## src/rtl/abd_pkg.sv

```systemverilog
package abd_pkg;
   typedef struct packed {
      logic abort;
      logic hunt;
   } abd_sts_t;

   function automatic int unsigned run_width(input int unsigned ones);
      return $clog2(ones + 1);
   endfunction
endpackage

```

## src/rtl/abd_ones_cnt.sv

```systemverilog
module abd_ones_cnt #(
   parameter int unsigned ABORT_ONES = 7,
   parameter int unsigned CNT_W      = 3
) (
   input  logic clk,
   input  logic rst_n,
   input  logic bit_vld,
   input  logic bit_val,
   output logic hit
);
   localparam logic [CNT_W-1:0] RUN_LAST = CNT_W'(ABORT_ONES - 1);
   localparam logic [CNT_W-1:0] RUN_SAT  = CNT_W'(ABORT_ONES);

   logic [CNT_W-1:0] run_q;

   always_ff @(posedge clk) begin
      if (!rst_n) begin
         run_q <= '0;
      end else if (bit_vld) begin
         if (!bit_val)
            run_q <= '0;
         else if (run_q != RUN_SAT)
            run_q <= run_q + 1'b1;
      end
   end

   // fires once per run: after saturation run_q never equals RUN_LAST again
   assign hit = bit_vld && bit_val && (run_q == RUN_LAST);
endmodule

```

## src/rtl/abd_status.sv

```systemverilog
module abd_status
   import abd_pkg::*;
#(
   parameter bit HUNT_RST = 1'b1
) (
   input  logic     clk,
   input  logic     rst_n,
   input  logic     hit,
   input  logic     zero_bit,
   input  logic     flag_det,
   output abd_sts_t sts_q,
   output abd_sts_t sts_d
);
   always_comb begin
      sts_d = sts_q;
      if (hit)
         sts_d.abort = 1'b1;
      else if (zero_bit)
         sts_d.abort = 1'b0;
      if (hit)
         sts_d.hunt = 1'b1;
      else if (flag_det && !sts_d.abort)
         sts_d.hunt = 1'b0;
   end

   always_ff @(posedge clk) begin
      if (!rst_n) begin
         sts_q.abort <= 1'b0;
         sts_q.hunt  <= HUNT_RST;
      end else begin
         sts_q <= sts_d;
      end
   end
endmodule

```

## src/rtl/abd_event.sv

```systemverilog
module abd_event
   import abd_pkg::*;
#(
   parameter bit HUNT_IRQ = 1'b1
) (
   input  logic     clk,
   input  logic     rst_n,
   input  abd_sts_t sts_q,
   input  abd_sts_t sts_d,
   input  logic     hit,
   input  logic     in_frame,
   input  logic     irq_en,
   output logic     irq_pulse,
   output logic     drop_char
);
   logic sts_chg;

   generate
      if (HUNT_IRQ) begin : g_both_src
         assign sts_chg = (sts_d != sts_q);
      end else begin : g_abort_src
         assign sts_chg = (sts_d.abort != sts_q.abort);
      end
   endgenerate

   always_ff @(posedge clk) begin
      if (!rst_n) begin
         irq_pulse <= 1'b0;
         drop_char <= 1'b0;
      end else begin
         irq_pulse <= irq_en && sts_chg;
         drop_char <= hit && in_frame;
      end
   end
endmodule

```

## src/rtl/hdlc_abort_hunt.sv

```systemverilog
module hdlc_abort_hunt
   import abd_pkg::*;
#(
   parameter int unsigned ABORT_ONES = 7,
   parameter bit          HUNT_IRQ   = 1'b1,
   parameter bit          HUNT_RST   = 1'b1
) (
   input  logic clk,
   input  logic rst_n,
   input  logic rx_bit,
   input  logic rx_bit_vld,
   input  logic flag_det,
   input  logic in_frame,
   input  logic irq_en,
   output logic abort_sts,
   output logic hunt_sts,
   output logic drop_char,
   output logic irq_pulse
);
   localparam int unsigned CNT_W = run_width(ABORT_ONES);

   generate
      if (ABORT_ONES < 2 || ABORT_ONES > 255) begin : g_bad_ones
         $error("hdlc_abort_hunt: ABORT_ONES must lie in 2..255");
      end
   endgenerate

   logic     hit;
   abd_sts_t sts_q;
   abd_sts_t sts_d;

   abd_ones_cnt #(.ABORT_ONES(ABORT_ONES), .CNT_W(CNT_W)) u_cnt (
      .clk    (clk),
      .rst_n  (rst_n),
      .bit_vld(rx_bit_vld),
      .bit_val(rx_bit),
      .hit    (hit)
   );

   abd_status #(.HUNT_RST(HUNT_RST)) u_sts (
      .clk     (clk),
      .rst_n   (rst_n),
      .hit     (hit),
      .zero_bit(rx_bit_vld && !rx_bit),
      .flag_det(flag_det),
      .sts_q   (sts_q),
      .sts_d   (sts_d)
   );

   abd_event #(.HUNT_IRQ(HUNT_IRQ)) u_evt (
      .clk      (clk),
      .rst_n    (rst_n),
      .sts_q    (sts_q),
      .sts_d    (sts_d),
      .hit      (hit),
      .in_frame (in_frame),
      .irq_en   (irq_en),
      .irq_pulse(irq_pulse),
      .drop_char(drop_char)
   );

   assign abort_sts = sts_q.abort;
   assign hunt_sts  = sts_q.hunt;
endmodule

```

## config.mk

```make
export PLATFORM = sky130hd
export DESIGN_NAME = hdlc_abort_hunt
export DESIGN_NICKNAME = d
export VERILOG_FILES = /design/src/rtl/abd_pkg.sv /design/src/rtl/abd_ones_cnt.sv /design/src/rtl/abd_status.sv /design/src/rtl/abd_event.sv /design/src/rtl/hdlc_abort_hunt.sv
export SDC_FILE = /design/constraint.sdc
export NUM_CORES = 1
export LEC_CHECK = 0
export BUFFER_PORTS_ARGS = -buffer_cell sky130_fd_sc_hd__buf_2
export CELL_PAD_IN_SITES_DETAIL_PLACEMENT = 0
export CELL_PAD_IN_SITES_GLOBAL_PLACEMENT = 1
export CORE_AREA = 5 5 42 44
export DETAILED_ROUTE_END_ITERATION = 6
export DIE_AREA = 0 0 47 49
export GPL_TIMING_DRIVEN = 0
export MAX_ROUTING_LAYER = met4
export PLACE_DENSITY = 0.63
export RECOVER_POWER = 100
export SKIP_CTS_REPAIR_TIMING = 1
export SLEW_MARGIN = 20
export SYNTH_ARGS = -nofsm -noshare
export SYNTH_HDL_FRONTEND = slang
export SYNTH_SLANG_ARGS = --single-unit
```

## constraint.sdc

```tcl
create_clock -name clk -period 2.95 [get_ports clk]
set_clock_uncertainty 0.15 [all_clocks]
set_input_delay 0.7375 -clock clk [delete_from_list [all_inputs] [get_ports clk]]
set_output_delay 0.7375 -clock clk [all_outputs]
set_load 0.01 [all_outputs]
```

Word level (Yosys, flattened, before mapping):

Index checks and enable logic that the tools add are counted.

* add/subtract/negate cells: 1
* mux-type cells: 6
* equality and inequality tests: 4
* reductions and logical operators: 9

Operators by type and width (number)
* $logic_and A1 B1 Y1: 6
* $mux W3: 2
* $mux W1: 4
* $add A3 B1 Y3 const B: 1
* $eq A3 B3 Y1 const B: 1
* $ne A3 B3 Y1 const B: 1
* $logic_not A1 Y1: 2
* $ne A2 B1 Y1 const B: 1
* $ne A2 B2 Y1: 1
* $reduce_and A2 Y1: 1

* flip-flop bits (word level): 7
* word-level logic and storage cells: 25
* output and inout port bits: 4
* input bits: 7

Depth between registers and ports, before layout:

Gate-level depths: netlist (run 1).

* depth after elaboration: 10
* mapped depth: 5
* depth with buffers taken out: 5

Modules after synthesis:

From an unflattened synthesis (run 1), not the netlist that was laid out.

* cells, all modules: 36
* area, all modules: 359.1 sq um

Modules (own cells, without submodules)
* abd_ones_cnt: seq. area each 60.1 sq um, area each 178.9 sq um, cells an instance 19, times used 1
* abd_status: seq. area each 40.0 sq um, area each 93.8 sq um, cells an instance 9, times used 1
* abd_event: seq. area each 40.0 sq um, area each 72.6 sq um, cells an instance 7, times used 1
* hdlc_abort_hunt: seq. area each 0.0 sq um, area each 13.8 sq um, cells an instance 1, times used 1

Worst setup path before layout (run 1):

OpenSTA, ideal clock, no wires.

* kind: input-to-reg
* start point: in rx_bit
* end point: reg u_evt.irq_pulse
* slack: 1.496 ns
* library setup time: 0.066 ns
* data arrival time: 1.238 ns
* required time: 2.734 ns
* buffers on the path: 0
* stages: 3
* path through: nand2b_1 mux2_4 a21oi_2

* word-level cells in the longest chain between the ends: 10
* elaborated cells between the ends (all ways): 12
* those cells by class: eq/ne (1); mux (4); reduce/logical (7)

RTL lines
* from (decl): line hdlc_abort_hunt.sv:10 `input logic rx_bit,`
* $logic_not A1 Y1
* $logic_and A1 B1 Y1: line hdlc_abort_hunt.sv:44 `.zero_bit(rx_bit_vld && !rx_bit),`
* $mux W1: line abd_status.sv:18 `else if (zero_bit)`
* $mux W1: line abd_status.sv:16 `if (hit)`
* $logic_not A1 Y1: line abd_status.sv:22 `else if (flag_det && !sts_d.abort)`
* $logic_and A1 B1 Y1: line abd_status.sv:22
* $mux W1: line abd_status.sv:22
* $mux W1: line abd_status.sv:20 `if (hit)`
* $ne A2 B2 Y1 (*): line abd_event.sv:20 `assign sts_chg = (sts_d != sts_q);`
* $logic_and A1 B1 Y1 (*): line abd_event.sv:31 `irq_pulse <= irq_en && sts_chg;`
* to (signal assigned): line abd_event.sv:31
* to (decl): line abd_event.sv:13 `output logic irq_pulse,`

Every way passes the cells marked *; elsewhere a longest branch is shown, timed or not.
A chain may end at the register's enable or synchronous reset.

Final worst setup path (run 1):

* start point: reg, netlist name u_sts.sts_q[1]
* end point: out abort_sts

RTL lines
* to (decl): line hdlc_abort_hunt.sv:15 `output logic abort_sts,`

No word-level cell between the ends.

==> results of run 1 <==
## cell families after synthesis
family / synth area share (%)
compound gates: 21.2
fa+ha+maj: 10.3
buf+inv: 1.03
flops: 38.4
mux: 4.11
simple gates: 25.0
## per-layer routing
layer,wire [µm],GRT usage [%],vias to the layer above
met5,0,-,-
met4,0,5.53,0
met3,71,3.32,0
met2,321,10.9,8
met1,353,8.59,144
li1,-,-,170
## layout make-up
cell class	instances	share of cell area, %
clock buffers	4	5.82
flip-flops and latches	7	31.0
inverters	1	0.831
repair buffers	10	9.70
multi-input cells	31	48.2
well taps	16	4.43
## registers in the layout, summed over array words and instances, names as in the netlist
register / cells
u_evt.irq_pulse: 1
u_evt.drop_char: 1
u_sts.sts_q: 2
u_cnt.run_q: 3
## path summary, 6_finish.rpt
kind                            cells after the start        endpoint  slack (ns)
worst max-delay path                                1       abort_sts        1.22
worst min-delay path                                2  u_cnt.run_q[0]        0.33
worst min register to register                      2  u_cnt.run_q[0]        0.33
worst max register to register                      5  u_cnt.run_q[1]        1.49
## power breakdown
part,internal [mW],switching [mW]
Clock,0.0517,0.0361
Sequential,0.0976,0.00289
Combinational,0.00985,0.0114
## cells in the mapped netlist
library cell	count	share of area, %
inv_1	1	1.0
o2bb2ai_1	1	2.4
ha_1	3	10
a21oi_1	1	1.4
and3_2	1	2.1
nand3_1	2	2.7
a21boi_0	2	4.1
dfxtp_1	7	38
a21bo_1	1	2.7
nand3b_1	1	2.1
o211a_1	1	2.7
nand2_1	6	6.2
nor2b_1	1	1.7
mux2_4	1	4.1
a21oi_2	1	2.4
o211ai_1	1	2.1
nor2_1	1	1.0
and2_1	1	1.7
nand2b_1	3	5.1
nand4b_1	1	2.4
a31oi_1	2	3.4
## metrics by stage
stage | instances | worst slack, ns | cell area [µm²]
5_1_grt | 69 | 1.15 | 452
3_3_place_gp | 65 | 1.29 | 435
4_1_cts | 69 | 1.20 | 462
2_1_floorplan | 39 | 1.50 | 365
6_report | 69 | 1.22 | 452
3_5_place_dp | 65 | 1.28 | 435
==> results.md, run 1 <==
* Commonest cells after routing, fill and taps aside: dfxtp_1 (7), nand2_1 (6), clkbuf_1 (6)
* Status: finished, final reports clean
* Post-DR wirelength/cell at 10.8 µm
* Chip height at 49 µm
* ANT cells at 0
* Unrepaired setup endpoints after global routing: no
* Max-slew violation count at 0
* Worst Setup SP: u_sts.sts_q[1]
* CTS tree: yes
* Final hold violations at 0
* Clock root buffer master: clkbuf_4
* HP Start: u_cnt.run_q[0]
* Clk_lat worst skew at 0.25 ns
* Initial antenna violation count at 0
* Die Wd at 47 µm
* Ports at 11
* WP data arrival at 0.84 ns
* Start of the worst register-to-register path: u_cnt.run_q[0]
* TritonCTS Buffers at 3
* Gpl congestion at 0.712
* Startpoint types: flip-flop
* Fillcell total at 171
* Yosys warning count at 0
* Starting Density at 26.1%
* Multi-input gate area at 218 µm²
* Detailed Routing Iterations Pass 1 at 3
* Largest delay share family, worst path: flip-flops
* Crit-path cells: clkbuf_1
* Synth Net Count at 49
* PortBufs at 10
* Clock buffer depth at 2
* DP HPWL at 574 µm
* Nets@finish at 64
* Slowest stage cell, crit path: dfxtp_1
* Vias in the first global route at 309
* Syn Inst Count at 39
* Syn avg cell area at 9.37 µm²
* PwrDens at 464 mW/mm²
* Post-synthesis sequential area ratio at 38.4%
* Tcrit/Tclk final at 58.7%
* Peak supply drop at 0.146 mV
* Grt total ovfl at 0
* Distinct cells, synth at 21
* Most common cell after layout, fill and taps aside: dfxtp_1
* Worst path max stage delay at 0.41 ns
* Max Fclk at 0.578 GHz
* Clock slew at reported path FFs at 0.06 ns
* CP max FO at 6
* Final Power at 210 µW
* FF+latch count, synth at 7
* Required time of the critical path at 2.06 ns
* WHS at 0.335 ns
* Setup TNS at 0 ns
* Wire length of the first global-routing pass at 1.25 mm
* Share of cells above drive strength 1 at 18.9%
* Worst Path Buf+Inv at 1
* Max cap viols at 0
* Final setup violation count at 0
* Sequential cell area at 140 µm²
* HP Class: flip-flop to flip-flop
* DR iter-0 viols at 8
* FP Rows at 14
* Total clock sinks at 7
* Slew HR at 82.7%
* Area grow syn2layout at 23.6%
* Synth Cell Area at 365 µm²
* Pleak at 0.195 nW
* Final min period at 1.73 ns
* Final WL at 746 µm
* Gr usage total at 7.80%
* Crit. End Element: output port
* Drt via density at 4.67
* Antenna viol nets, final at 0
* Core area at 0.00140 mm²
* CTS H-Tree Depth at 1
* Die Footprint at 0.00230 mm²
* Final Util at 32.2%
* DRC at 0
* Largest net degree at the start of global routing at 9
* Worst Tran Pin Value at 0.259 ns
* DR vias at 322
* Critical path class: flip-flop to output port
Power figures use the tool's default switching activity.
==> run 2: changes to the inputs <==
- ABC_AREA: default -> 1
- PLACE_DENSITY: 0.63 -> 0.64
- clock period: 2.95 -> 1.6 ns (I/O delays scaled with it)
==> run 2 against run 1 <==
Flip-flop and latch count unchanged; die area unchanged; hold slack got worse by 0.11 ns; first-iteration DRC count decreased by 75%; sequential share of layout area increased by 1.1 points; largest cell class unchanged.
==> results.md, run 2 <==
* Chip height at 49 µm (unchanged)
* Worst Tran Pin Value at 0.214 ns (-0.0449 ns)
* HP Class: input pin to flip-flop
* Most common cell in the netlist: nand2_1
* Commonest cells after routing, fill and taps aside: nand2_1 (12), inv_1 (7), dfxtp_1 (7)
* DR vias at 305 (-5.3%)
* Fillcell total at 165 (-3.5%)
* Final WL at 633 µm (-15%)
* WHS at 0.230 ns (-0.105 ns)
* Most common cell after layout, fill and taps aside: nand2_1
* Yosys warning count at 0 (unchanged)
* Syn Inst Count at 45 (+15%)
* Post-DR wirelength/cell at 8.44 µm (-22%)
* Final hold violations at 0 (unchanged)
* Met2 Resource Use GR at 8.37% (-2.5 points)
* Syn avg cell area at 7.79 µm² (-17%)
* Largest registers: u_cnt.run_q (3), u_sts.sts_q (2)
* Worst path max stage delay at 0.37 ns (-0.04 ns)
* Clock root buffer master: clkbuf_4
* Multi-input gate area at 175 µm² (-20%)
* Worst Hold Path EP: u_evt.drop_char
* Final setup violation count at 0 (unchanged)
* Status: finished, final reports clean
* Most frequent CP cell: inv_1
* Final min period at 1.40 ns
* Pleak at 0.246 nW (+26%)
* Worst Setup SP: u_cnt.run_q[0]
* Tcrit/Tclk final at 87.3%
* Synth cell count leaders: nand2_1 (11), dfxtp_1 (7), inv_1 (7)
* EDFF count, synth at 0 (unchanged)
* ANT cells at 0 (unchanged)
* Synth Cell Area at 350 µm² (-4.1%)
* Crit. End Element: flip-flop
* DRC at 0 (unchanged)
* Biggest register: u_cnt.run_q
* Vias in the first global route at 244 (-21%)
* WP data arrival at 1.38 ns (+0.54 ns)
* Top Usage Layer GRT: met2
* Final Util at 31.2% (-1.1 points)
* CP max FO at 6 (unchanged)
* Gpl congestion at 0.687 (-3.6%)
* Slew HR at 85.6% (+2.8 points)
* PortBufs at 10 (unchanged)
* PwrDens at 857 mW/mm² (+85%)
* Unrepaired setup endpoints after global routing: no
* DP HPWL at 541 µm (-5.7%)
* Critical path class: flip-flop to flip-flop
* Starting Density at 25.0% (-1.1 points)
* Required time of the critical path at 1.58 ns (-0.48 ns)
* Post-place instance area at 420 µm² (-3.4%)
* Reg2reg path depth at 8 (+3)
* DR iter-0 viols at 2 (-6)
* CTS tree: yes
* Post-synth top area share at 40.0% (+1.6 points)
* Dpl cells at 71 (+9.2%)
* Detailed Routing Iterations Pass 1 at 2 (-1)
* Worst Path Buf+Inv at 3 (+2)
* Share of cells above drive strength 1 at 27.1% (+8.3 points)
* Startpoint types: flip-flop
* Dominant synthesized flop cell: dfxtp_1
* Setup TNS at 0 ns (unchanged)
* Distinct cells, synth at 15 (-29%)
* Largest delay share family, worst path: flip-flops
* Ys async rst share at 0% (unchanged)
* Cell taking the most area after synthesis: dfxtp_1
* Max cap viols at 0 (unchanged)
* TritonCTS Buffers at 3 (unchanged)
* Die Wd at 47 µm (unchanged)
* CTS H-Tree Depth at 1 (unchanged)
* FF+latch count, synth at 7 (unchanged)
* Grt total ovfl at 0 (unchanged)
* Antenna viol nets, final at 0 (unchanged)
* Fin cells at 75 (+8.7%)
* Drt via density at 4.07 (-13%)
* Wire length of the first global-routing pass at 1.01 mm (-19%)
* Final instance area at 437 µm² (-3.3%)
* Die Footprint at 0.00230 mm² (unchanged)
* Global-route track usage on met3 at 5.54% (+2.2 points)
* Max Fclk at 0.716 GHz
* Peak supply drop at 0.423 mV (+190%)
* Start of the worst register-to-register path: u_cnt.run_q[0]
* HP Start: in_frame
* Core area at 0.00140 mm² (unchanged)
* Post-synthesis sequential area ratio at 40.0% (+1.6 points)
* Top post-synthesis cells by area: dfxtp_1 (40%), nand2_1 (12%), ha_1 (11%), inv_1 (7.5%), nand2_2 (7.1%)
* Crit-path cells: inv_1 > ha_1 > nand2_1 > inv_1 > nand2_4 > inv_1 > o21ai_0 > a21oi_2
* GR Util met1 at 7.52% (-1.1 points)
* Slowest stage cell, crit path: dfxtp_1
* Area grow syn2layout at 24.6%
* Initial antenna violation count at 0 (unchanged)
* Clock buffer depth at 2 (unchanged)
* FP Rows at 14 (unchanged)
* R2r endpoint: u_evt.irq_pulse
* Gr usage total at 6.66% (-1.1 points)
* Largest net degree at the start of global routing at 7 (-2)
* Max-slew violation count at 0 (unchanged)
* Max reg flops at 3 (unchanged)
* Synth Net Count at 55 (+12%)
* Sequential cell area at 140 µm² (unchanged)
* Clock slew at reported path FFs at 0.05 ns (about the same)
* R2R Setup Slk at 0.20 ns (-1.29 ns)
* Nets@finish at 70 (+9.4%)
* Total clock sinks at 7 (unchanged)
* Ports at 11 (unchanged)
* WHS Path Cells at 3 (+1)
* Clk_lat worst skew at 0.24 ns (about the same)
## run 2: where the power goes
part / internal [mW] / switching (mW)
Combinational: 0.0156 / 0.0214
Clock: 0.0947 / 0.0583
Sequential: 0.180 / 0.00378
Total: 0.291 / 0.0834
## run 2: through the flow
stage	power [mW]	worst slack, ns
2_1_floorplan	0.210	0.342
3_3_place_gp	0.227	0.243
3_5_place_dp	0.228	0.241
4_1_cts	0.387	0.236
5_1_grt	0.402	0.0720
6_report	0.374	0.203
## run 2: layout make-up
type                    count  share of cell area [%]
flip-flops and latches      7                    32.1
inverters                   8                    6.88
multi-input cells          30                    40.1
repair buffers             10                    10.3
well taps                  16                    4.58
clock buffers               4                    6.02
## run 2: worst max-delay path by stage
| stage | endpoint | slack (ns) | cells past startpoint |
|---|---|---|---|
| 4_1_cts | u_evt.irq_pulse | 0.24 | 8 |
| 3_3_place_gp | u_evt.irq_pulse | 0.24 | 8 |
| 2_1_floorplan | u_evt.irq_pulse | 0.34 | 8 |
| 5_1_grt | u_evt.irq_pulse | 0.07 | 8 |
| 3_5_place_dp | u_evt.irq_pulse | 0.24 | 8 |
| 6_report | u_evt.irq_pulse | 0.20 | 8 |
## run 2: kinds of logic (layout without fill, tap and decap cells)
logic type | count (synthesis) | after routing | share of synthesized area [%]
DFF | 7 | 7 | 40.0
and+or+nand+nor | 20 | 20 | 29.3
adders and majority gates | 3 | 3 | 10.7
AOI/OAI and AO/OA | 7 | 7 | 11.4
buffers and inverters | 8 | 22 | 8.57
## run 2: worst min-delay path, cell delays in order
cell     delay (ns)
buf_2          0.10
nand2_1        0.05
nor2_1         0.04
## run 2: metal layers
layer / part of all wire [%] / vias to the layer above
met5: 0 / -
met3: 6.6 / 2
met2: 45 / 5
met4: 1.6 / 0
li1: - / 169
met1: 46 / 129
